<file path="config.mk">
export PLATFORM = sky130hd
export DESIGN_NAME = ir_irq_ctrl
export DESIGN_NICKNAME = d
export VERILOG_FILES = /design/src/rtl/irc_pkg.sv /design/src/rtl/irc_ctl_reg.sv /design/src/rtl/irc_lvl_cmp.sv /design/src/rtl/irc_flush.sv /design/src/rtl/irc_irq_gen.sv /design/src/rtl/ir_irq_ctrl.sv
export SDC_FILE = /design/constraint.sdc
export NUM_CORES = 1
export LEC_CHECK = 0
export ABC_AREA = 1
export BUFFER_PORTS_ARGS = -buffer_cell sky130_fd_sc_hd__clkbuf_2
export CORE_ASPECT_RATIO = 0.8
export CORE_UTILIZATION = 38
export CTS_CLUSTER_SIZE = 25
export DETAILED_ROUTE_END_ITERATION = 7
export GPL_ROUTABILITY_DRIVEN = 0
export PLACE_DENSITY_LB_ADDON = 0.1
export REMOVE_ABC_BUFFERS = 1
export SYNTH_ARGS = -nofsm -noshare
export SYNTH_HDL_FRONTEND = slang
export SYNTH_SLANG_ARGS = --single-unit
</file>
<file path="constraint.sdc">
create_clock -name clk -period 1.13 [get_ports clk]
set_clock_uncertainty 0.15 [all_clocks]
set_input_delay 0.113 -clock clk [delete_from_list [all_inputs] [get_ports clk]]
set_output_delay 0.113 -clock clk [all_outputs]
set_load 0.02 [all_outputs]
</file>
<file path="src/rtl/irc_pkg.sv">
package irc_pkg;
  localparam int CTL_W = 15;

  // Field order is fixed: software addresses each control by bit position.
  typedef struct packed {
    logic       ovr_ie;      // 14
    logic       rx_ie;       // 13
    logic       tx_ie;       // 12
    logic       tx_idle_sel; // 11: 1 = idle trigger, 0 = low-level trigger
    logic       rx_any_sel;  // 10: 1 = non-empty trigger, 0 = half-full trigger
    logic       tx_on;       // 9
    logic       rx_on;       // 8
    logic       txq_on;      // 7
    logic       rxq_on;      // 6
    logic       carrier_on;  // 5
    logic       demod_on;    // 4
    logic [1:0] edge_sel;    // 3:2
    logic [1:0] win_sel;     // 1:0
  } ctl_t;

  localparam int NQ   = 2;
  localparam int Q_TX = 0;
  localparam int Q_RX = 1;
endpackage

</file>
<file path="src/rtl/irc_ctl_reg.sv">
module irc_ctl_reg
  import irc_pkg::*;
#(
  parameter int BUS_W = 32
) (
  input  logic             clk,
  input  logic             rst_n,
  input  logic             wr_en,
  input  logic [BUS_W-1:0] wr_data,
  output ctl_t             ctl_q,
  output logic [NQ-1:0]    q_on_nx,
  output logic [BUS_W-1:0] rd_data
);
  ctl_t ctl_r, ctl_nx;

  always_comb begin
    ctl_nx = ctl_r;
    if (wr_en) ctl_nx = ctl_t'(wr_data[CTL_W-1:0]);
  end

  always_ff @(posedge clk or negedge rst_n) begin
    if (!rst_n)     ctl_r <= '0;
    else if (wr_en) ctl_r <= ctl_nx;
  end

  always_comb begin
    rd_data            = '0;
    rd_data[CTL_W-1:0] = ctl_r;
  end

  assign ctl_q         = ctl_r;
  assign q_on_nx[Q_TX] = ctl_nx.txq_on;
  assign q_on_nx[Q_RX] = ctl_nx.rxq_on;
endmodule

</file>
<file path="src/rtl/irc_lvl_cmp.sv">
module irc_lvl_cmp #(
  parameter int DEPTH    = 16,
  parameter int LVL_W    = 5,
  parameter bit AT_LEAST = 1'b0
) (
  input  logic [LVL_W-1:0] level,
  output logic             hit
);
  localparam int HALF = DEPTH / 2;

  generate
    if (AT_LEAST) begin : g_ge
      assign hit = (level >= LVL_W'(HALF));
    end else begin : g_le
      assign hit = (level <= LVL_W'(HALF));
    end
  endgenerate
endmodule

</file>
<file path="src/rtl/irc_flush.sv">
module irc_flush
  import irc_pkg::*;
(
  input  logic          clk,
  input  logic          rst_n,
  input  logic [NQ-1:0] q_on_nx,
  output logic [NQ-1:0] flush
);
  generate
    for (genvar i = 0; i < NQ; i++) begin : g_lane
      logic fl_r, fl_nx, fl_ce;
      assign fl_nx = ~q_on_nx[i];
      assign fl_ce = (fl_nx != fl_r);
      always_ff @(posedge clk or negedge rst_n) begin
        if (!rst_n)     fl_r <= 1'b1;
        else if (fl_ce) fl_r <= fl_nx;
      end
      assign flush[i] = fl_r;
    end
  endgenerate
endmodule

</file>
<file path="src/rtl/irc_irq_gen.sv">
module irc_irq_gen (
  input  logic clk,
  input  logic rst_n,
  input  logic ovr_ie,
  input  logic rx_ie,
  input  logic tx_ie,
  input  logic tx_idle_sel,
  input  logic rx_any_sel,
  input  logic tx_on,
  input  logic rx_on,
  input  logic tx_low,
  input  logic rx_high,
  input  logic rx_nonempty,
  input  logic tx_busy,
  input  logic rx_overrun,
  output logic tx_irq,
  output logic rx_irq,
  output logic ovr_irq
);
  logic tx_r, rx_r, ov_r;
  logic tx_nx, rx_nx, ov_nx;
  logic tx_trig, rx_trig;

  always_comb begin
    tx_trig = tx_idle_sel ? (tx_on & ~tx_busy) : tx_low;
    rx_trig = rx_any_sel ? rx_nonempty : rx_high;
    tx_nx   = tx_ie & tx_trig;
    rx_nx   = rx_ie & rx_on & rx_trig;
    ov_nx   = ovr_ie & rx_overrun;
  end

  always_ff @(posedge clk or negedge rst_n) begin
    if (!rst_n) begin
      tx_r <= 1'b0;
      rx_r <= 1'b0;
      ov_r <= 1'b0;
    end else begin
      tx_r <= tx_nx;
      rx_r <= rx_nx;
      ov_r <= ov_nx;
    end
  end

  assign tx_irq  = tx_r;
  assign rx_irq  = rx_r;
  assign ovr_irq = ov_r;
endmodule

</file>
<file path="src/rtl/ir_irq_ctrl.sv">
module ir_irq_ctrl
  import irc_pkg::*;
#(
  parameter  int BUS_W = 32,
  parameter  int DEPTH = 16,
  localparam int LVL_W = $clog2(DEPTH + 1)
) (
  input  logic             clk,
  input  logic             rst_n,
  input  logic             cfg_we,
  input  logic [BUS_W-1:0] cfg_wdata,
  output logic [BUS_W-1:0] cfg_rdata,
  input  logic [LVL_W-1:0] tx_level,
  input  logic [LVL_W-1:0] rx_level,
  input  logic             tx_busy,
  input  logic             rx_overrun,
  output logic             tx_irq,
  output logic             rx_irq,
  output logic             ovr_irq,
  output logic             tx_flush,
  output logic             rx_flush,
  output logic             tx_on,
  output logic             rx_on,
  output logic             carrier_on,
  output logic             demod_on,
  output logic [1:0]       edge_sel,
  output logic [1:0]       win_sel
);
  // Reset: asserted asynchronously, released after two clock edges.
  logic [1:0] rs_q;
  logic       rst_int_n;

  always_ff @(posedge clk or negedge rst_n) begin
    if (!rst_n) rs_q <= 2'b00;
    else        rs_q <= {rs_q[0], 1'b1};
  end
  assign rst_int_n = rs_q[1];

  ctl_t          ctl_q;
  logic [NQ-1:0] q_on_nx;
  logic [NQ-1:0] flush_v;
  logic          tx_low, rx_high;

  irc_ctl_reg #(.BUS_W(BUS_W)) u_reg (
    .clk     (clk),
    .rst_n   (rst_int_n),
    .wr_en   (cfg_we),
    .wr_data (cfg_wdata),
    .ctl_q   (ctl_q),
    .q_on_nx (q_on_nx),
    .rd_data (cfg_rdata)
  );

  irc_lvl_cmp #(.DEPTH(DEPTH), .LVL_W(LVL_W), .AT_LEAST(1'b0)) u_tx_cmp (
    .level (tx_level),
    .hit   (tx_low)
  );

  irc_lvl_cmp #(.DEPTH(DEPTH), .LVL_W(LVL_W), .AT_LEAST(1'b1)) u_rx_cmp (
    .level (rx_level),
    .hit   (rx_high)
  );

  irc_irq_gen u_irq (
    .clk         (clk),
    .rst_n       (rst_int_n),
    .ovr_ie      (ctl_q.ovr_ie),
    .rx_ie       (ctl_q.rx_ie),
    .tx_ie       (ctl_q.tx_ie),
    .tx_idle_sel (ctl_q.tx_idle_sel),
    .rx_any_sel  (ctl_q.rx_any_sel),
    .tx_on       (ctl_q.tx_on),
    .rx_on       (ctl_q.rx_on),
    .tx_low      (tx_low),
    .rx_high     (rx_high),
    .rx_nonempty (|rx_level),
    .tx_busy     (tx_busy),
    .rx_overrun  (rx_overrun),
    .tx_irq      (tx_irq),
    .rx_irq      (rx_irq),
    .ovr_irq     (ovr_irq)
  );

  irc_flush u_flush (
    .clk     (clk),
    .rst_n   (rst_int_n),
    .q_on_nx (q_on_nx),
    .flush   (flush_v)
  );

  assign tx_flush   = flush_v[Q_TX];
  assign rx_flush   = flush_v[Q_RX];
  assign tx_on      = ctl_q.tx_on;
  assign rx_on      = ctl_q.rx_on;
  assign carrier_on = ctl_q.carrier_on;
  assign demod_on   = ctl_q.demod_on;
  assign edge_sel   = ctl_q.edge_sel;
  assign win_sel    = ctl_q.win_sel;
endmodule

</file>
==> reports/qor.csv <==
stage;metric;value;unit
outcome;status;finished, violations left;
outcome;failing checks;setup timing;
cells_and_area;# fillers;219;
routing;vias per cell;3.99;
place;placed insts;188;
logic_synthesis;adder-cell area share of the yosys netlist;0;%
clocking;clock latency on the worst-skew pair;0.30;ns
worst_setup_path;CP Capture Type;output pin;
logic_synthesis;Gate Count Post-Synth;104;
logic_synthesis;Seq/Total Area, Yosys;49.6;%
global_route;largest net degree at the start of global routing;13;
worst_setup_path;CP Class;reg2out;
logic_synthesis;synth warn;0;
logic_synthesis;Yosys cell types;13;
worst_setup_path;Crit-path slowest cell;dfstp_2;
timing;unrepaired setup endpoints after global routing;yes;
routing;Final ANT Viol Nets;0;
routing;# DRC;0;
routing;First-pass DRT Iterations;3;
clocking;root buffer cell;clkbuf_4;
global_route;first-pass GRT wire length;3640;um
die;Boundary Pins;92;
routing;routed via count;922;
timing;count of pins over their slew limit;0;
clocking;Reg clk slew, reported paths;0.12;ns
worst_setup_path;Max stage delay on crit path;0.56;ns
global_route;GRT Util Overall;15.1;%
timing;Setup TNS;-0.275;ns
die;site row count;17;
timing;final hold slack;0.0410;ns
global_route;vias in the first global route;845;
place;Detailed Place HPWL;1340;um
worst_setup_path;critical path data arrival time;0.96;ns
pwr;Peak VDD IR;0.747;mV
timing;Setup Viol. Count Final;18;
die;die width;62.6;um
worst_setup_path;crit path launch type;flip-flop;
worst_setup_path;Critical Path RT;0.87;ns
cells_and_area;number of diodes;0;
cells_and_area;nets@finish;241;
cells_and_area;commonest cells after routing, fill and taps aside;29 x dlygate4sd3_1, 29 x clkbuf_2, 26 x buf_6;
clocking;H-tree lvl count;1;
logic_synthesis;synthesized area;0.00111;mm^2
timing;Peak Freq;815;MHz
logic_synthesis;mux cell area share after synthesis;13.5;%
place;PortBufs;57;
global_route;initial antenna violation count;0;
cells_and_area;Final Non-Filler Cells;231;
clocking;TritonCTS Sinks;22;
routing;number of DRC markers in iteration 0;7;
place;Placed Area;0.00131;mm^2
clocking;total CTS buffers;3;
pwr;static leakage;0.00102;uW
min_path;HP Class;reg2async;
die;die area;0.00316;mm^2
logic_synthesis;Synth Area in XOR/XNOR;0;%
cells_and_area;layout cells sized above 1;46.1;%
worst_setup_path;delay-heaviest family, CP;flip-flops;
logic_synthesis;Synth Register Bits;22;
clocking;CTS Buffer Depth;2;
die;Core Area;0.00277;mm^2
cells_and_area;Final Cell Area;0.00190;mm^2
logic_synthesis;largest family of logic cells by synthesized area;buffers and inverters;
logic_synthesis;post-synthesis compound-gate area fraction;3.37;%
routing;final WL;2380;um
global_route;grt total ovfl;0;
job;max cap viols;0;
routing;drt wl/cell;10.3;um
die;Starting Density;40.3;%
cells_and_area;P&R area growth vs syn;70.0;%
pwr;total power per unit cell area;1070;mW/mm^2
die;Die Height;50.4;um
clocking;CTS tree;done;
timing;setup ws final;-0.0971;ns
worst_setup_path;WP buf/inv;1;
worst_setup_path;cell breakdown of the critical path;buf_8;
timing;min Tclk post-route;1.23;ns
timing;Final Cycle Share;109;%
timing;final hold violations;0;
logic_synthesis;Mapped Avg Cell Area;10.7;um^2
logic_synthesis;Post-Synth Simple-Gate Area;6.96;%
worst_setup_path;CP max FO;1;
==> kinds of logic after synthesis <==
logic type / Yosys count
buf+inv: 44
flops: 22
simple gates: 20
mux: 10
compound gates: 6
other cells: 2
==> cell usage after synthesis <==
cell type | number | share of area (%)
nor2_1 | 7 | 2.4
mux2_4 | 10 | 13
dfstp_2 | 2 | 4.7
conb_1 | 2 | 0.67
a21oi_1 | 1 | 0.45
buf_4 | 31 | 21
buf_6 | 1 | 1.0
o21ai_0 | 3 | 1.3
nand2_1 | 11 | 3.7
dfrtp_1 | 20 | 45
o21ai_2 | 2 | 1.6
inv_1 | 12 | 4.0
nand3_1 | 2 | 0.90
==> state kept, by name, indices dropped and copies added (netlist names) <==
name / count
u_flush.g_lane.fl_r: 2
rs_q: 2
u_irq.rx_irq: 1
u_irq.tx_irq: 1
u_reg.ctl_q: 15
u_irq.ovr_irq: 1
==> layout make-up <==
type,count,area [um^2],area share (%)
Multi-Input combinational cell,54,340,18.0
Inverter,12,45.0,2.38
Tap cell,38,47.5,2.51
Timing Repair Buffer,101,883,46.6
Clock buffer,4,26.3,1.39
Sequential cell,22,553,29.2
==> metrics by stage <==
step           util (%)  setup slack (ns)  power [uW]
2_1_floorplan         -          -0.00294        1200
3_3_place_gp       47.5             0.139        1400
3_5_place_dp       47.5             0.130        1400
4_1_cts            62.0            -0.121        1900
5_1_grt            68.6            -0.143        2140
6_report           68.6           -0.0971        2030
==> layer usage <==
layer / vias up / share of wire [%] / GRT usage (%)
met3: 2 / 7.6 / 4.32
met4: 0 / 0.42 / 3.49
met2: 51 / 53 / 28.3
li1: 449 / - / -
met1: 420 / 38 / 17.1
met5: - / 0 / 0
==> report_power, final <==
| group | internal, uW | switching [uW] | leakage [uW] |
|---|---|---|---|
| logic | 412 | 327 | 0.000749 |
| registers | 863 | 61.0 | 0.000259 |
| clock network | 137 | 225 | 0.0000150 |
==> worst paths after layout <==
| path | depth (start not counted) | slack (ns) | startpoint | endpoint |
|---|---|---|---|---|
| worst max-delay path | 1 | -0.1 | u_flush.g_lane[0].fl_r$_DFFE_PN1P_ | tx_flush |
| worst min-delay path | 1 | 0.04 | rs_q[1]$_DFF_PN0_ | u_reg.ctl_q[5]$_DFFE_PN0P_ |
| worst max register to register | 2 | 0.04 | u_reg.ctl_q[8]$_DFFE_PN0P_ | u_reg.ctl_q[8]$_DFFE_PN0P_ |
| worst min register to register | 1 | 0.04 | rs_q[1]$_DFF_PN0_ | u_reg.ctl_q[5]$_DFFE_PN0P_ |
| max in group asynchronous | 3 | 0.21 | rst_n | rs_q[0]$_DFF_PN0_ |
| min in group clk | 3 | 0.04 | cfg_we | u_flush.g_lane[1].fl_r$_DFFE_PN1P_ |
==> timing repair <==
item / in CTS / in global routing
endpoints found under the hold margin: 22 / 0
buffers inserted: 9 / 1
pin swaps: 0 / 0
resized for setup: 4 / 81
hold buffers: 29 / 0
endpoints found under the setup margin: 25 / 28
No activity file was read; power rests on OpenSTA's default activity.
